**config.mk**
```make
export PLATFORM = sky130hd
export DESIGN_NAME = dpot_bus_slave
export DESIGN_NICKNAME = d
export VERILOG_FILES = /design/src/rtl/dpot_pkg.sv /design/src/rtl/twb_line_sync.sv /design/src/rtl/dpot_prog_timer.sv /design/src/rtl/dpot_regbank.sv /design/src/rtl/dpot_bus_slave.sv
export SDC_FILE = /design/constraint.sdc
export NUM_CORES = 1
export LEC_CHECK = 0
export BUFFER_PORTS_ARGS = -buffer_cell sky130_fd_sc_hd__buf_2
export CORE_MARGIN = 1
export CORE_UTILIZATION = 45
export DETAILED_ROUTE_END_ITERATION = 12
export PLACE_DENSITY = 0.69
export SLEW_MARGIN = 5
export SYNTH_ARGS = -nofsm -noshare
export SYNTH_HDL_FRONTEND = slang
export SYNTH_SLANG_ARGS = --single-unit
```
**constraint.sdc**
```tcl
create_clock -name clk -period 5.14 [get_ports clk]
set_clock_uncertainty 0.1 [all_clocks]
set_input_delay 1.028 -clock clk [delete_from_list [all_inputs] [get_ports clk]]
set_output_delay 1.028 -clock clk [all_outputs]
set_load 0.02 [all_outputs]
```
**src/rtl/dpot_pkg.sv**
```systemverilog
// Shared constants and types for the two-wire potentiometer slave.
// Assumes an 8-bit bus byte and a 2-bit register and pot select field.
package dpot_pkg;
    localparam int SEL_W = 2;
    localparam logic [3:0] DEV_PREFIX   = 4'b0101;
    localparam logic [3:0] OP_RD_DATA   = 4'b1001;
    localparam logic [3:0] OP_WR_DATA   = 4'b1100;
    localparam logic [3:0] OP_RD_WIPER  = 4'b1010;
    localparam logic [3:0] OP_WR_WIPER  = 4'b1011;

    typedef enum logic [2:0] {
        ST_IDLE, ST_ADDR, ST_INSTR, ST_DATA, ST_SEND, ST_SKIP
    } bus_state_t;

    typedef struct packed {
        logic [3:0]       opcode;
        logic [SEL_W-1:0] rsel;
        logic [SEL_W-1:0] psel;
    } instr_t;
endpackage

```
**src/rtl/twb_line_sync.sv**
```systemverilog
// Synchronises raw SCL/SDA and derives single-cycle bus events.
// Assumes the system clock is several times faster than SCL; lines reset high (idle bus).
module twb_line_sync #(
    parameter int STAGES = 2
) (
    input  logic clk,
    input  logic rst_n,
    input  logic scl_i,
    input  logic sda_i,
    output logic scl_s,
    output logic sda_s,
    output logic scl_rise,
    output logic scl_fall,
    output logic start_det,
    output logic stop_det
);
    logic [STAGES-1:0] scl_pipe;
    logic [STAGES-1:0] sda_pipe;
    logic scl_prev;
    logic sda_prev;

    // Shift both lines through the synchroniser and keep last synced value.
    always_ff @(posedge clk) begin
        if (!rst_n) begin
            scl_pipe <= '1;
            sda_pipe <= '1;
            scl_prev <= 1'b1;
            sda_prev <= 1'b1;
        end else begin
            scl_pipe <= {scl_pipe[STAGES-2:0], scl_i};
            sda_pipe <= {sda_pipe[STAGES-2:0], sda_i};
            scl_prev <= scl_s;
            sda_prev <= sda_s;
        end
    end

    assign scl_s = scl_pipe[STAGES-1];
    assign sda_s = sda_pipe[STAGES-1];

    // Edge and condition decode on the synchronised lines.
    always_comb begin
        scl_rise  = scl_s & ~scl_prev;
        scl_fall  = ~scl_s & scl_prev;
        start_det = scl_s & scl_prev & sda_prev & ~sda_s;
        stop_det  = scl_s & scl_prev & ~sda_prev & sda_s;
    end
endmodule

```
**src/rtl/dpot_prog_timer.sv**
```systemverilog
// Counts the programming interval of a data-register store.
// Assumes start only arrives while idle; busy lasts exactly PROG_CYCLES clocks.
module dpot_prog_timer #(
    parameter int PROG_CYCLES = 1000
) (
    input  logic clk,
    input  logic rst_n,
    input  logic start,
    output logic busy
);
    localparam int CW = $clog2(PROG_CYCLES + 1);
    logic [CW-1:0] remain;

    // Load on start, count down while busy, drop busy after the last cycle.
    always_ff @(posedge clk) begin
        if (!rst_n) begin
            busy   <= 1'b0;
            remain <= '0;
        end else if (busy) begin
            if (remain == '0) busy <= 1'b0;
            else              remain <= remain - 1'b1;
        end else if (start) begin
            busy   <= 1'b1;
            remain <= CW'(PROG_CYCLES - 1);
        end
    end
endmodule

```
**src/rtl/dpot_regbank.sv**
```systemverilog
// Wiper and data registers for all potentiometers, with one read port.
// Assumes writes arrive as single-cycle enables; selects beyond the array read 0.
module dpot_regbank
    import dpot_pkg::*;
#(
    parameter int NUM_POTS = 2,
    parameter int BYTE_W   = 8
) (
    input  logic                       clk,
    input  logic                       rst_n,
    input  logic                       wiper_we,
    input  logic                       data_we,
    input  logic [SEL_W-1:0]           pot_sel,
    input  logic [SEL_W-1:0]           reg_sel,
    input  logic [BYTE_W-1:0]          wdata,
    input  logic                       rd_wiper,
    output logic [BYTE_W-1:0]          rdata,
    output logic [NUM_POTS*BYTE_W-1:0] wiper_flat
);
    localparam int NUM_DREGS = 1 << SEL_W;
    logic [NUM_POTS*NUM_DREGS*BYTE_W-1:0] data_flat;

    for (genvar p = 0; p < NUM_POTS; p++) begin : g_pot
        logic [BYTE_W-1:0] wiper_q;
        // Wiper register of this pot, updated immediately on write.
        always_ff @(posedge clk) begin
            if (!rst_n)                                  wiper_q <= '0;
            else if (wiper_we && pot_sel == SEL_W'(p))   wiper_q <= wdata;
        end
        assign wiper_flat[p*BYTE_W +: BYTE_W] = wiper_q;

        for (genvar r = 0; r < NUM_DREGS; r++) begin : g_reg
            logic [BYTE_W-1:0] val_q;
            // One stored data register of this pot.
            always_ff @(posedge clk) begin
                if (!rst_n) val_q <= '0;
                else if (data_we && pot_sel == SEL_W'(p) && reg_sel == SEL_W'(r)) val_q <= wdata;
            end
            assign data_flat[(p*NUM_DREGS+r)*BYTE_W +: BYTE_W] = val_q;
        end
    end

    // Read multiplexer over wipers or data registers.
    always_comb begin
        rdata = '0;
        for (int p = 0; p < NUM_POTS; p++) begin
            if (pot_sel == SEL_W'(p)) begin
                if (rd_wiper) rdata = wiper_flat[p*BYTE_W +: BYTE_W];
                else begin
                    for (int r = 0; r < NUM_DREGS; r++)
                        if (reg_sel == SEL_W'(r))
                            rdata = data_flat[(p*NUM_DREGS+r)*BYTE_W +: BYTE_W];
                end
            end
        end
    end
endmodule

```
**src/rtl/dpot_bus_slave.sv**
```systemverilog
// Two-wire slave in front of a dual potentiometer register bank.
// Decodes address, instruction and data bytes, serves reads, and locks itself
// off the bus while a data-register store is programming.
// Assumes clk runs at least 8x faster than SCL; SDA only ever pulled low.
module dpot_bus_slave
    import dpot_pkg::*;
#(
    parameter int NUM_POTS    = 2,
    parameter int PROG_CYCLES = 1000,
    parameter int SYNC_STAGES = 2
) (
    input  logic                  clk,
    input  logic                  rst_n,
    input  logic                  scl_i,
    input  logic                  sda_i,
    input  logic [3:0]            dev_addr_i,
    output logic                  sda_oe_o,
    output logic                  busy_o,
    output logic [NUM_POTS*8-1:0] wiper_o
);
    localparam int BYTE_W = 8;

    logic scl_s, sda_s, scl_rise, scl_fall, start_det, stop_det;
    bus_state_t        state;
    logic [3:0]        bit_cnt;
    logic [BYTE_W-1:0] shreg;
    logic [BYTE_W-1:0] pend_val;
    logic [BYTE_W-1:0] rd_val;
    logic [BYTE_W-1:0] wdata;
    instr_t            instr_q;
    logic ack_drv, tx_on, mack, pend_valid;
    logic byte_ok, evt_ok, wiper_we, data_we, is_read;

    twb_line_sync #(.STAGES(SYNC_STAGES)) u_sync (
        .clk(clk), .rst_n(rst_n), .scl_i(scl_i), .sda_i(sda_i),
        .scl_s(scl_s), .sda_s(sda_s), .scl_rise(scl_rise), .scl_fall(scl_fall),
        .start_det(start_det), .stop_det(stop_det)
    );

    dpot_prog_timer #(.PROG_CYCLES(PROG_CYCLES)) u_timer (
        .clk(clk), .rst_n(rst_n), .start(data_we), .busy(busy_o)
    );

    dpot_regbank #(.NUM_POTS(NUM_POTS), .BYTE_W(BYTE_W)) u_regs (
        .clk(clk), .rst_n(rst_n), .wiper_we(wiper_we), .data_we(data_we),
        .pot_sel(instr_q.psel), .reg_sel(instr_q.rsel), .wdata(wdata),
        .rd_wiper(instr_q.opcode == OP_RD_WIPER), .rdata(rd_val), .wiper_flat(wiper_o)
    );

    // Decide whether the byte just received deserves an acknowledge.
    always_comb begin
        instr_t cand;
        cand = instr_t'(shreg);
        unique case (state)
            ST_ADDR:  byte_ok = (shreg == {DEV_PREFIX, dev_addr_i});
            ST_INSTR: byte_ok = (cand.opcode inside {OP_RD_DATA, OP_WR_DATA, OP_RD_WIPER, OP_WR_WIPER})
                                && (int'(cand.psel) < NUM_POTS);
            ST_DATA:  byte_ok = 1'b1;
            default:  byte_ok = 1'b0;
        endcase
    end

    // Register-bank strobes: wiper at data acknowledge, data register at STOP.
    always_comb begin
        evt_ok   = !busy_o && !start_det && !stop_det;
        is_read  = (instr_q.opcode == OP_RD_DATA) || (instr_q.opcode == OP_RD_WIPER);
        wiper_we = evt_ok && state == ST_DATA && scl_fall && bit_cnt == 4'd8 && !ack_drv
                   && instr_q.opcode == OP_WR_WIPER;
        data_we  = stop_det && pend_valid && !busy_o;
        wdata    = data_we ? pend_val : shreg;
    end

    // Bus state machine: byte reception, acknowledge, transmit and abort.
    always_ff @(posedge clk) begin
        if (!rst_n) begin
            state <= ST_IDLE; bit_cnt <= '0; shreg <= '0; instr_q <= '0;
            ack_drv <= 1'b0; tx_on <= 1'b0; mack <= 1'b0;
            pend_valid <= 1'b0; pend_val <= '0;
        end else if (busy_o || stop_det) begin
            state <= ST_IDLE; ack_drv <= 1'b0; tx_on <= 1'b0; pend_valid <= 1'b0;
        end else if (start_det) begin
            state <= ST_ADDR; bit_cnt <= '0; ack_drv <= 1'b0; tx_on <= 1'b0; pend_valid <= 1'b0;
        end else begin
            unique case (state)
                ST_ADDR, ST_INSTR, ST_DATA: begin
                    if (scl_rise && bit_cnt < 4'd8) begin
                        shreg   <= {shreg[BYTE_W-2:0], sda_s};
                        bit_cnt <= bit_cnt + 1'b1;
                    end else if (scl_fall && bit_cnt == 4'd8) begin
                        if (!ack_drv) begin
                            if (byte_ok) begin
                                ack_drv <= 1'b1;
                                if (state == ST_INSTR) instr_q <= instr_t'(shreg);
                                if (state == ST_DATA && instr_q.opcode == OP_WR_DATA) begin
                                    pend_valid <= 1'b1;
                                    pend_val   <= shreg;
                                end
                            end else begin
                                state <= ST_SKIP;
                            end
                        end else begin
                            ack_drv <= 1'b0;
                            bit_cnt <= '0;
                            if (state == ST_ADDR) state <= ST_INSTR;
                            else if (state == ST_INSTR && is_read) begin
                                state <= ST_SEND; tx_on <= 1'b1; shreg <= rd_val;
                            end else if (state == ST_INSTR) state <= ST_DATA;
                            else state <= ST_SKIP;
                        end
                    end
                end
                ST_SEND: begin
                    if (scl_rise) begin
                        if (bit_cnt < 4'd8) bit_cnt <= bit_cnt + 1'b1;
                        else if (bit_cnt == 4'd8) begin
                            mack <= !sda_s; bit_cnt <= 4'd9;
                        end
                    end else if (scl_fall) begin
                        if (bit_cnt >= 4'd1 && bit_cnt <= 4'd7) shreg <= {shreg[BYTE_W-2:0], 1'b1};
                        else if (bit_cnt == 4'd8) tx_on <= 1'b0;
                        else if (bit_cnt == 4'd9) begin
                            if (mack) begin
                                tx_on <= 1'b1; shreg <= rd_val; bit_cnt <= '0;
                            end else state <= ST_SKIP;
                        end
                    end
                end
                default: ;
            endcase
        end
    end

    assign sda_oe_o = ack_drv | (tx_on & ~shreg[BYTE_W-1]);
endmodule

```
==> impl_metrics.ini <==
[worst_hold_path]
whs_endpoint = u_sync.sda_pipe[1]
min_path_type = flop to flop
min_from = u_sync.sda_pipe[0]
hold_depth = 1

[floorplan]
dieArea_um2 = 14300
core_area_um2 = 13300
io_pins = 26
die_h_um = 120
die_x_um = 120
placementRows = 42
start_util = 0.466

[synth]
async_flop_share = 0
synth_edf_count = 0
synth_cells = 662
syn_nets = 679
synth_ff_type = dfxtp_1
synth.largest_area_cell = dfxtp_1
yosys_warnings = 0
syn_avg_cell_area_um2 = 9.39
synth_seq_area_share = 0.425
ys_ff_latch = 132
synth_cell_types = 64
synth_top_area_frac = 0.425
synthTopCellsByArea = dfxtp_1 (43%), mux4_2 (8.3%), nor2_1 (8.3%)
netlist_area_um2 = 6210

[critical_path]
worstReg2RegEnd = u_regs.g_pot[1].g_reg[1].val_q[0]
timing_worst_setup_path_type = flop to flop
regToRegSetupSlack_ns = 1.80
max_stage_delay_ns = 0.95
worstPathArrival_ns = 3.51
cp.required_ns = 5.31
crit_path_max_fanout = 16
crit_chain = ha_1, nand3b_1, nor3b_2, nand4_1, a21oi_1, nor2_1
setup.worst_path.start = u_sync.scl_pipe[1]
reg2reg_depth = 6
critPathLaunchType = flop
crit_slowest_cell = nand4_1
cp-end-kind = flop
reg2reg_from = u_sync.scl_pipe[1]

[power_and_ir_drop]
p_clk_frac = 0.522
power.density_nw_per_um2 = 331
power.switching_mw = 0.526
cellInternalPower_mw = 1.78
p_sw_frac = 0.228
power_frac_seq = 0.448
pwr-share-comb = 0.030
finalPower_mw = 2.31
p_leak_nw = 2.34
peakVddDrop_uv = 222

[sta]
rsz0062_at_grt = no
drv_slew = 0
maxSlewHeadroom = 0.189
finalHoldViolCount = 0
finalSetupViolCount = 0
worst_slew_pin_slew_ns = 1.21
timing.setup.tns_ns = 0
post-route-period-util = 0.649
post-route-min-period_ns = 3.34
timing.fmax_ghz = 0.300

[global_route]
grt_start_max_net_pins = 74
antenna_found_initial = 0
grt_pass1_vias = 4965
grt_usage = 0.232
grt_pass1_wl_um = 25700
grt-ovfl-total = 0

[place]
place_area_um2 = 6380
port_buffers = 25
place_inst = 823
post-dp-hpwl_um = 10400
gp_congestion = 0.925

[flow_run]
maxCapViolCount = 0

[detailed_routing]
drcViolationCount = 0
vias = 5123
viasPerCell = 6.00
drt_first_pass_iters = 5
wl_per_cell_um = 18.4
drtIter0Drc = 502
antenna_left = 0
drt_wl_total_um = 15800

[clocking]
cts.path.max_buffers = 2
cts_tree = built
clk_pin_slew_ns = 0.06
cts_sinks = 132
clock_latency_ns = 0.42
numCtsBuffers = 17
post_cts_buffers = 0
cts_resized = 0
cts.hold.buffers_added = 0
h-tree-depth = 4
cts_root_buffer = clkbuf_16

[finish]
final-instance-count-excl-fill = 854
seqCellArea_um2 = 2640
final_cell_area_um2 = 6970
nNetsFinal = 683
syn_to_final_growth_pct = 12.1
num_antenna_cells = 0
mostFrequentLayoutCells = nor2_1 (138), dfxtp_1 (132), a211oi_1 (62)
fill_cells = 1159
drive_gt1_frac = 0.155
layout_commonest_cell = nor2_1
multi_input_area_um2 = 3300

[run_status]
status = completed
## layout make-up
class,instances,area share
clock buffers,18,0.0630
clock inverters,13,0.0214
inverters,16,0.00880
multi-input cells,470,0.474
flip-flops and latches,132,0.379
well taps,176,0.0316
repair buffers,29,0.0223
## synth_stat cells, types with 3 or more instances
library cell	number
nor2_1	138
dfxtp_1	132
a211oi_1	62
a21oi_1	53
mux2i_1	28
mux4_2	23
clkbuf_1	21
nand2_1	19
o21ai_0	17
inv_1	15
buf_2	14
nand2b_1	10
nor3_1	10
ha_1	9
a22oi_1	8
xnor2_1	8
nor2b_1	7
nand4_1	6
buf_4	5
nand3_1	5
a31oi_1	4
xor2_1	4
nor2_2	3
nor3b_1	3
o2111ai_1	3
## logic make-up after synthesis
kind of cell,share of synthesized area
AO/OA/AOI/OAI,0.188
XOR/XNOR,0.0169
adder cells (fa/ha/maj),0.0181
buffers and inverters,0.0445
flip-flops,0.425
multiplexers,0.128
AND/OR/NAND/NOR,0.178
## metal layers
metal	track usage	up-vias	part of all wire	routed length, um
li1	-	2423	-	-
met1	0.286	2501	0.42	6640
met2	0.393	168	0.50	7950
met3	0.0475	31	0.052	819
met4	0.0945	0	0.022	344
met5	0	-	0	0
## metrics by stage
| step | setup slack (ns) | hold WS (ns) | utilization |
|---|---|---|---|
| detailed placement | 1.87 | 0.295 | 0.478 |
| global route | 1.51 | 0.332 | 0.522 |
| global placement | 1.97 | 0.293 | 0.478 |
| CTS | 1.84 | 0.309 | 0.522 |
| floorplan | 2.78 | 0.286 | - |
| finish | 1.80 | 0.314 | 0.522 |
## how the worst max path moves through the flow
stage	end	slack (ns)	cells past startpoint
after floorplan	instr_q[2]	2.78	7
after global placement	u_regs.g_pot[1].wiper_q[4]	1.97	4
after detailed placement	u_regs.g_pot[1].g_reg[1].val_q[3]	1.87	8
after CTS	u_regs.g_pot[1].g_reg[1].val_q[3]	1.84	8
after global routing	u_regs.g_pot[0].g_reg[1].val_q[3]	1.51	8
final	u_regs.g_pot[1].g_reg[1].val_q[0]	1.80	6
## worst max-delay path, delay by kind of cell (launching register included)
family                   cells  cell delay [ns]
AND/OR/NAND/NOR              4             2.05
adder cells (fa/ha/maj)      1             0.28
AO/OA/AOI/OAI                1             0.40
flip-flops                   1             0.36
## power groups by stage
stage | combinational, mW | sequential (mW) | clock [mW]
CTS | 0.0676 | 1.03 | 1.22
global placement | 0.0651 | 1.06 | 0
detailed placement | 0.0671 | 1.06 | 0
global route | 0.0744 | 1.03 | 1.26
floorplan | 0.0546 | 1.05 | 0
finish | 0.0683 | 1.03 | 1.20
## sequential cells by signal, summed over array words and instances, names as in the netlist, 2 cells and up
register              flops
bit_cnt                   4
instr_q                   8
pend_val                  8
shreg                     8
state                     3
u_regs.g_pot.g.val_q     64
u_regs.g_pot.wiper_q     16
u_sync.scl_pipe           2
u_sync.sda_pipe           2
u_timer.remain           10
(Power assumes the default switching activity.)
